--- src/rtl/gpx_pkg.sv ---
package gpx_pkg;
   // Low-byte (pins 7..0) addresses of the per-pin settings
   localparam logic [7:0] GPX_A_PULLUP  = 8'h07;
   localparam logic [7:0] GPX_A_PULLDN  = 8'h09;
   localparam logic [7:0] GPX_A_ODRAIN  = 8'h0B;
   localparam logic [7:0] GPX_A_INVERT  = 8'h0D;
   localparam logic [7:0] GPX_A_DIR     = 8'h0F;
   localparam logic [7:0] GPX_A_DATA    = 8'h11;
   localparam logic [7:0] GPX_A_MISC    = 8'h1F;
   // Software reset key
   localparam logic [7:0] GPX_A_KEY     = 8'h7D;
   localparam logic [7:0] GPX_KEY_FIRST = 8'h12;
   localparam logic [7:0] GPX_KEY_LAST  = 8'h34;

   typedef enum logic {
      KEY_IDLE  = 1'b0,
      KEY_ARMED = 1'b1
   } gpx_key_e;
endpackage

--- src/rtl/gpx_bank_reg.sv ---
// One per-pin setting stored as NUM_PINS/8 bytes; byte k lives at BASE-k.
module gpx_bank_reg #(
   parameter int unsigned         NUM_PINS = 16,
   parameter logic [7:0]          BASE     = 8'h0F,
   parameter logic [NUM_PINS-1:0] RST_VAL  = '0
) (
   input  logic                clk,
   input  logic                rst_n,
   input  logic                soft_rst,
   input  logic                wr_en,
   input  logic [7:0]          addr,
   input  logic [7:0]          wdata,
   output logic [NUM_PINS-1:0] q
);
   localparam int unsigned NBYTES = NUM_PINS / 8;

   if (NUM_PINS % 8 != 0 || NUM_PINS == 0) begin : g_bad_width
      $error("gpx_bank_reg: NUM_PINS must be a non-zero multiple of 8");
   end

   for (genvar k = 0; k < NBYTES; k++) begin : g_byte
      localparam logic [7:0] BYTE_ADDR = 8'(BASE - k);
      always_ff @(posedge clk or negedge rst_n) begin
         if (!rst_n)
            q[8*k +: 8] <= RST_VAL[8*k +: 8];
         else if (soft_rst)
            q[8*k +: 8] <= RST_VAL[8*k +: 8];
         else if (wr_en && addr == BYTE_ADDR)
            q[8*k +: 8] <= wdata;
      end
   end
endmodule

--- src/rtl/gpx_key_detect.sv ---
// Two-write key sequence; the second write must be the next write seen.
module gpx_key_detect
   import gpx_pkg::*;
(
   input  logic       clk,
   input  logic       rst_n,
   input  logic       wr_en,
   input  logic [7:0] addr,
   input  logic [7:0] wdata,
   output logic       soft_rst
);
   gpx_key_e state_q;

   always_ff @(posedge clk or negedge rst_n) begin
      if (!rst_n)
         state_q <= KEY_IDLE;
      else if (wr_en)
         state_q <= (addr == GPX_A_KEY && wdata == GPX_KEY_FIRST) ? KEY_ARMED : KEY_IDLE;
   end

   assign soft_rst = (state_q == KEY_ARMED) && wr_en &&
                     (addr == GPX_A_KEY) && (wdata == GPX_KEY_LAST);
endmodule

--- src/rtl/gpx_pin_sync.sv ---
module gpx_pin_sync #(
   parameter int unsigned WIDTH  = 16,
   parameter int unsigned STAGES = 2
) (
   input  logic             clk,
   input  logic             rst_n,
   input  logic [WIDTH-1:0] d,
   output logic [WIDTH-1:0] q
);
   if (STAGES < 2) begin : g_bad_depth
      $error("gpx_pin_sync: STAGES must be at least 2");
   end

   logic [WIDTH-1:0] chain [STAGES];

   for (genvar s = 0; s < STAGES; s++) begin : g_stage
      always_ff @(posedge clk or negedge rst_n) begin
         if (!rst_n)
            chain[s] <= '0;
         else if (s == 0)
            chain[s] <= d;
         else
            chain[s] <= chain[(s == 0) ? 0 : s-1];
      end
   end

   assign q = chain[STAGES-1];
endmodule

--- src/rtl/gpx_port_regs.sv ---
module gpx_port_regs
   import gpx_pkg::*;
#(
   parameter int unsigned NUM_PINS    = 16,
   parameter int unsigned SYNC_STAGES = 2
) (
   input  logic                clk,
   input  logic                rst_n,
   input  logic [7:0]          bus_addr,
   input  logic [7:0]          bus_wdata,
   input  logic                bus_wr,
   input  logic                bus_rd,
   output logic [7:0]          bus_rdata,
   input  logic [NUM_PINS-1:0] pad_in,
   output logic [NUM_PINS-1:0] pad_out,
   output logic [NUM_PINS-1:0] pad_oe,
   output logic [NUM_PINS-1:0] pad_pu,
   output logic [NUM_PINS-1:0] pad_pd
);
   localparam int unsigned NBYTES = NUM_PINS / 8;

   if (NUM_PINS != 8 && NUM_PINS != 16) begin : g_bad_pins
      $error("gpx_port_regs: NUM_PINS must be 8 or 16 to fit the address map");
   end

   logic                soft_rst;
   logic [NUM_PINS-1:0] pu_q, pd_q, od_q, inv_q, dir_q, lat_q;
   logic [NUM_PINS-1:0] pin_sync, pin_view;
   logic [7:0]          misc_q;
   logic [7:0]          rd_byte;

   gpx_key_detect u_key (
      .clk(clk), .rst_n(rst_n), .wr_en(bus_wr), .addr(bus_addr),
      .wdata(bus_wdata), .soft_rst(soft_rst)
   );

   gpx_bank_reg #(.NUM_PINS(NUM_PINS), .BASE(GPX_A_PULLUP)) u_pu (
      .clk(clk), .rst_n(rst_n), .soft_rst(soft_rst), .wr_en(bus_wr),
      .addr(bus_addr), .wdata(bus_wdata), .q(pu_q));
   gpx_bank_reg #(.NUM_PINS(NUM_PINS), .BASE(GPX_A_PULLDN)) u_pd (
      .clk(clk), .rst_n(rst_n), .soft_rst(soft_rst), .wr_en(bus_wr),
      .addr(bus_addr), .wdata(bus_wdata), .q(pd_q));
   gpx_bank_reg #(.NUM_PINS(NUM_PINS), .BASE(GPX_A_ODRAIN)) u_od (
      .clk(clk), .rst_n(rst_n), .soft_rst(soft_rst), .wr_en(bus_wr),
      .addr(bus_addr), .wdata(bus_wdata), .q(od_q));
   gpx_bank_reg #(.NUM_PINS(NUM_PINS), .BASE(GPX_A_INVERT)) u_inv (
      .clk(clk), .rst_n(rst_n), .soft_rst(soft_rst), .wr_en(bus_wr),
      .addr(bus_addr), .wdata(bus_wdata), .q(inv_q));
   gpx_bank_reg #(.NUM_PINS(NUM_PINS), .BASE(GPX_A_DIR), .RST_VAL({NUM_PINS{1'b1}})) u_dir (
      .clk(clk), .rst_n(rst_n), .soft_rst(soft_rst), .wr_en(bus_wr),
      .addr(bus_addr), .wdata(bus_wdata), .q(dir_q));
   gpx_bank_reg #(.NUM_PINS(NUM_PINS), .BASE(GPX_A_DATA)) u_lat (
      .clk(clk), .rst_n(rst_n), .soft_rst(soft_rst), .wr_en(bus_wr),
      .addr(bus_addr), .wdata(bus_wdata), .q(lat_q));
   gpx_bank_reg #(.NUM_PINS(8), .BASE(GPX_A_MISC)) u_misc (
      .clk(clk), .rst_n(rst_n), .soft_rst(soft_rst), .wr_en(bus_wr),
      .addr(bus_addr), .wdata(bus_wdata), .q(misc_q));

   gpx_pin_sync #(.WIDTH(NUM_PINS), .STAGES(SYNC_STAGES)) u_sync (
      .clk(clk), .rst_n(rst_n), .d(pad_in), .q(pin_sync));

   for (genvar i = 0; i < NUM_PINS; i++) begin : g_pin
      assign pad_out[i]  = od_q[i] ? 1'b0 : lat_q[i];
      assign pad_oe[i]   = ~dir_q[i] & ~(od_q[i] & lat_q[i]);
      assign pin_view[i] = dir_q[i] ? (pin_sync[i] ^ inv_q[i]) : lat_q[i];
   end

   assign pad_pu = pu_q;
   assign pad_pd = pd_q;

   always_comb begin
      rd_byte = '0;
      for (int k = 0; k < NBYTES; k++) begin
         if (bus_addr == 8'(GPX_A_PULLUP - k)) rd_byte = pu_q[8*k +: 8];
         if (bus_addr == 8'(GPX_A_PULLDN - k)) rd_byte = pd_q[8*k +: 8];
         if (bus_addr == 8'(GPX_A_ODRAIN - k)) rd_byte = od_q[8*k +: 8];
         if (bus_addr == 8'(GPX_A_INVERT - k)) rd_byte = inv_q[8*k +: 8];
         if (bus_addr == 8'(GPX_A_DIR    - k)) rd_byte = dir_q[8*k +: 8];
         if (bus_addr == 8'(GPX_A_DATA   - k)) rd_byte = pin_view[8*k +: 8];
      end
      if (bus_addr == GPX_A_MISC) rd_byte = misc_q;
   end

   always_ff @(posedge clk or negedge rst_n) begin
      if (!rst_n)
         bus_rdata <= '0;
      else if (bus_rd)
         bus_rdata <= rd_byte;
   end
endmodule

--- config.mk ---
export PLATFORM = sky130hd
export DESIGN_NAME = gpx_port_regs
export DESIGN_NICKNAME = d
export VERILOG_FILES = /design/src/rtl/gpx_pkg.sv /design/src/rtl/gpx_bank_reg.sv /design/src/rtl/gpx_key_detect.sv /design/src/rtl/gpx_pin_sync.sv /design/src/rtl/gpx_port_regs.sv
export SDC_FILE = /design/constraint.sdc
export NUM_CORES = 1
export LEC_CHECK = 0
export BUFFER_PORTS_ARGS = -buffer_cell sky130_fd_sc_hd__buf_2
export CAP_MARGIN = 5
export CORE_MARGIN = 8
export CORE_UTILIZATION = 45
export DETAILED_ROUTE_END_ITERATION = 8
export PLACE_DENSITY = 0.68
export SLEW_MARGIN = 40
export SYNTH_ARGS = -nofsm -noshare
export SYNTH_HDL_FRONTEND = slang
export SYNTH_SLANG_ARGS = --single-unit
--- constraint.sdc ---
create_clock -name clk -period 4.1 [get_ports clk]
set_clock_uncertainty 0.05 [all_clocks]
set_input_delay 0 -clock clk [delete_from_list [all_inputs] [get_ports clk]]
set_output_delay 0 -clock clk [all_outputs]
set_load 0.02 [all_outputs]
==> results.md <==
* Period minus WS final at 2.16 ns
* Post-synthesis xor/xnor area fraction at 1.89%
* Largest family of logic cells by synthesized area: simple AND/OR/NAND/NOR gates
* Vias in the first global route at 6337
* Setup crit end kind: flop
* Status: finished, final reports clean
* Clk_lat worst skew at 0.43 ns
* EDFF count, synth at 0
* Drt pass-1 iters at 5
* Final hold violation count at 0
* Max VDD drop at 0.000282 V
* Area Overhead vs Synth at 20.1%
* Register area share after synthesis at 49.2%
* Vias per inst at 5.88
* CP max FO at 29
* Post-Synth Adder-Cell Area at 0%
* PD cells at 398 mW/mm^2
* Fraction of registers with async set/reset at 100%
* Flops & latches, synth at 145
* Routed WL at 23.2 mm
* Hold_buf cts at 27
* Leading cell type in the layout, fill and taps excluded: dfrtp_1
* Syn Inst Count at 751
* Syn Std Cell Area at 0.00742 sq mm
* Final Slew Violations at 0
* Layout Cells excl Fill at 1092
* LEAKAGE at 4.07 nW
* Post-synthesis mux area share at 7.50%
* Die area at 0.0209 sq mm
* Die W at 144 um
* Area leader, netlist: dfrtp_1
* Reg-to-reg slack, setup at 1.95 ns
* PostCTS Resize Cnt at 0
* Largest net degree at the start of global routing at 103
* Fill cell total of the finished layout at 1472
* Compound-Gate Fraction of Synth Area at 16.3%
* Slew headroom at 45.6%
* Worst hold slack at 0.161 ns
* Worst setup SP type: primary input
* TritonCTS clock tree: yes
* Global placement routability congestion at 0.891
* # port buffers at 107
* Worst-Margin Slew at 0.810 ns
* # clock sinks at 145
* Synth Area in Simple Gates at 21.0%
* Top_reg_cell synth: dfrtp_1
* Mean Syn Cell Area at 9.88 sq um
* Drt wl/cell at 21.2 um
* Total power at 3.55 mW
* Library cells used by synthesis at 79
* Syn nets at 787
* Synth top area share at 43.5%
* Crit path kind: in2reg
* RSZ-0062 raised after global routing: false
* Tot GR Track Use at 23.0%
* H-tree Lvls at 4
* Hold Crit Class: in2reg
* N_diodes at 0
* Worst Path Arrival at 2.42 ns
* Synth area leaders: dfrtp_1 (43%), dfstp_2 (5.7%), mux2i_1 (5.5%)
* Row cnt at 47
* Detailed Place HPWL at 16.1 mm
* NumNets Final at 895
* DRT antenna net count at 0
* Vias at 6417
* Max Cap Violations at 0
* Initial Util at 45.4%
* First-pass GRT wire length at 36.1 mm
* Post-CTS Setup Bufs at 0
* Root Driver: clkbuf_16
* Setup violations, final at 0
* I/O pins at 108
* Final period util at 52.8%
* GR Overflow Total at 0
* # DRC at 0
* Initial antenna violation count at 0
* Layout cell share with drive strength beyond 1 at 23.2%
* Post-route setup TNS at 0 ns
* Die Y at 144 um
* Reg clk slew, reported paths at 0.06 ns
* Most frequent cells in the layout: dfrtp_1 (129), buf_2 (105), nand2_1 (100)
* Peak Freq at 0.462 GHz
* Core area at 0.0163 sq mm
* Yosys warning total at 0
* Longest Clk Path Bufs at 2
* Total CTS buffers at 17
* CP required at 4.36 ns
* Placed Cells at 1033
* DRT iter0 DRCs at 795
==> cell families after synthesis <==
logic type / count (synthesis)
mux: 54
flops: 145
buf+inv: 62
simple gates: 287
compound gates: 187
xor+xnor: 16
==> worst paths after layout <==
path                                            startpoint  cells past startpoint                         end
worst min-delay path                             pad_in[6]                      2  u_sync.chain[22]$_DFF_PN0_
worst min register to register  u_sync.chain[24]$_DFF_PN0_                      0       u_sync.q[8]$_DFF_PN0_
min in group asynchronous                            rst_n                      2  u_sync.chain[29]$_DFF_PN0_
max in group asynchronous                            rst_n                      3      u_dir.q[9]$_DFFE_PN1P_
worst max-delay path                          bus_wdata[4]                      7     u_inv.q[15]$_DFFE_PN0P_
worst max register to register     u_dir.q[10]$_DFFE_PN1P_                      4    bus_rdata[2]$_DFFE_PN0P_
==> registers in the layout, summed over array words and instances, names as in the netlist <==
register	cells
u_inv.q	16
u_key.state_q	1
u_pd.q	16
u_sync.q	16
u_dir.q	16
u_od.q	16
bus_rdata	8
u_pu.q	16
u_misc.q	8
u_sync.chain	16
u_lat.q	16
==> power breakdown <==
| part | switching [mW] | internal, mW |
|---|---|---|
| sequential | 0.0664 | 1.51 |
| combinational | 0.237 | 0.139 |
| clock | 0.596 | 1.00 |
==> layout make-up <==
| class | count | area [sq um] | area share (%) |
|---|---|---|---|
| sequential | 145 | 3650 | 40.9 |
| inverter | 10 | 37.5 | 0.421 |
| tap | 220 | 275 | 3.09 |
| multi-input combinational | 544 | 3470 | 38.9 |
| clock buffer | 22 | 474 | 5.32 |
| timing repair buffer | 141 | 871 | 9.77 |
| clock inverter | 10 | 134 | 1.50 |
==> cells in the mapped netlist (5+ instances only) <==
master     instances
dfrtp_1          129
nand2_1          100
nor2_1            56
a21oi_1           55
mux2i_1           41
o21ai_0           40
nand3_1           24
nor2b_1           23
buf_2             21
clkbuf_1          20
a22o_1            19
dfstp_2           16
mux2_2            13
o22ai_1           11
inv_1             10
xnor2_1           10
and3_1             9
and3b_1            8
a211oi_1           7
and4b_1            6
nor3_1             6
o21ai_1            6
xor2_1             6
a2bb2oi_1          5
a31oi_1            5
==> per-stage QoR <==
| stage | utilization, % | setup WS, ns | area [sq um] |
|---|---|---|---|
| 3_3_place_gp | 49.1 | 1.21 | 8030 |
| 2_1_floorplan | - | 2.48 | 7420 |
| 4_1_cts | 54.5 | 1.99 | 8910 |
| 6_report | 54.5 | 1.94 | 8910 |
| 3_5_place_dp | 49.1 | 1.74 | 8030 |
| 5_1_grt | 54.5 | 1.80 | 8910 |
==> per-layer routing <==
| metal | wire length (um) | part of all wire (%) | track usage [%] | vias up |
|---|---|---|---|---|
| li1 | - | - | - | 2908 |
| met1 | 10200 | 44 | 31.0 | 3171 |
| met2 | 10600 | 46 | 34.7 | 281 |
| met3 | 1490 | 6.4 | 4.36 | 57 |
| met4 | 834 | 3.6 | 11.4 | 0 |
| met5 | 0 | 0 | 0 | - |
==> worst max-delay path: stages <==
cell,delay (ns)
dlygate4sd3_1,0.53
buf_2,0.32
nor3b_1,0.29
nand3_1,0.18
or2_2,0.55
and2_1,0.27
mux2_2,0.27
(Power assumes the default switching activity.)
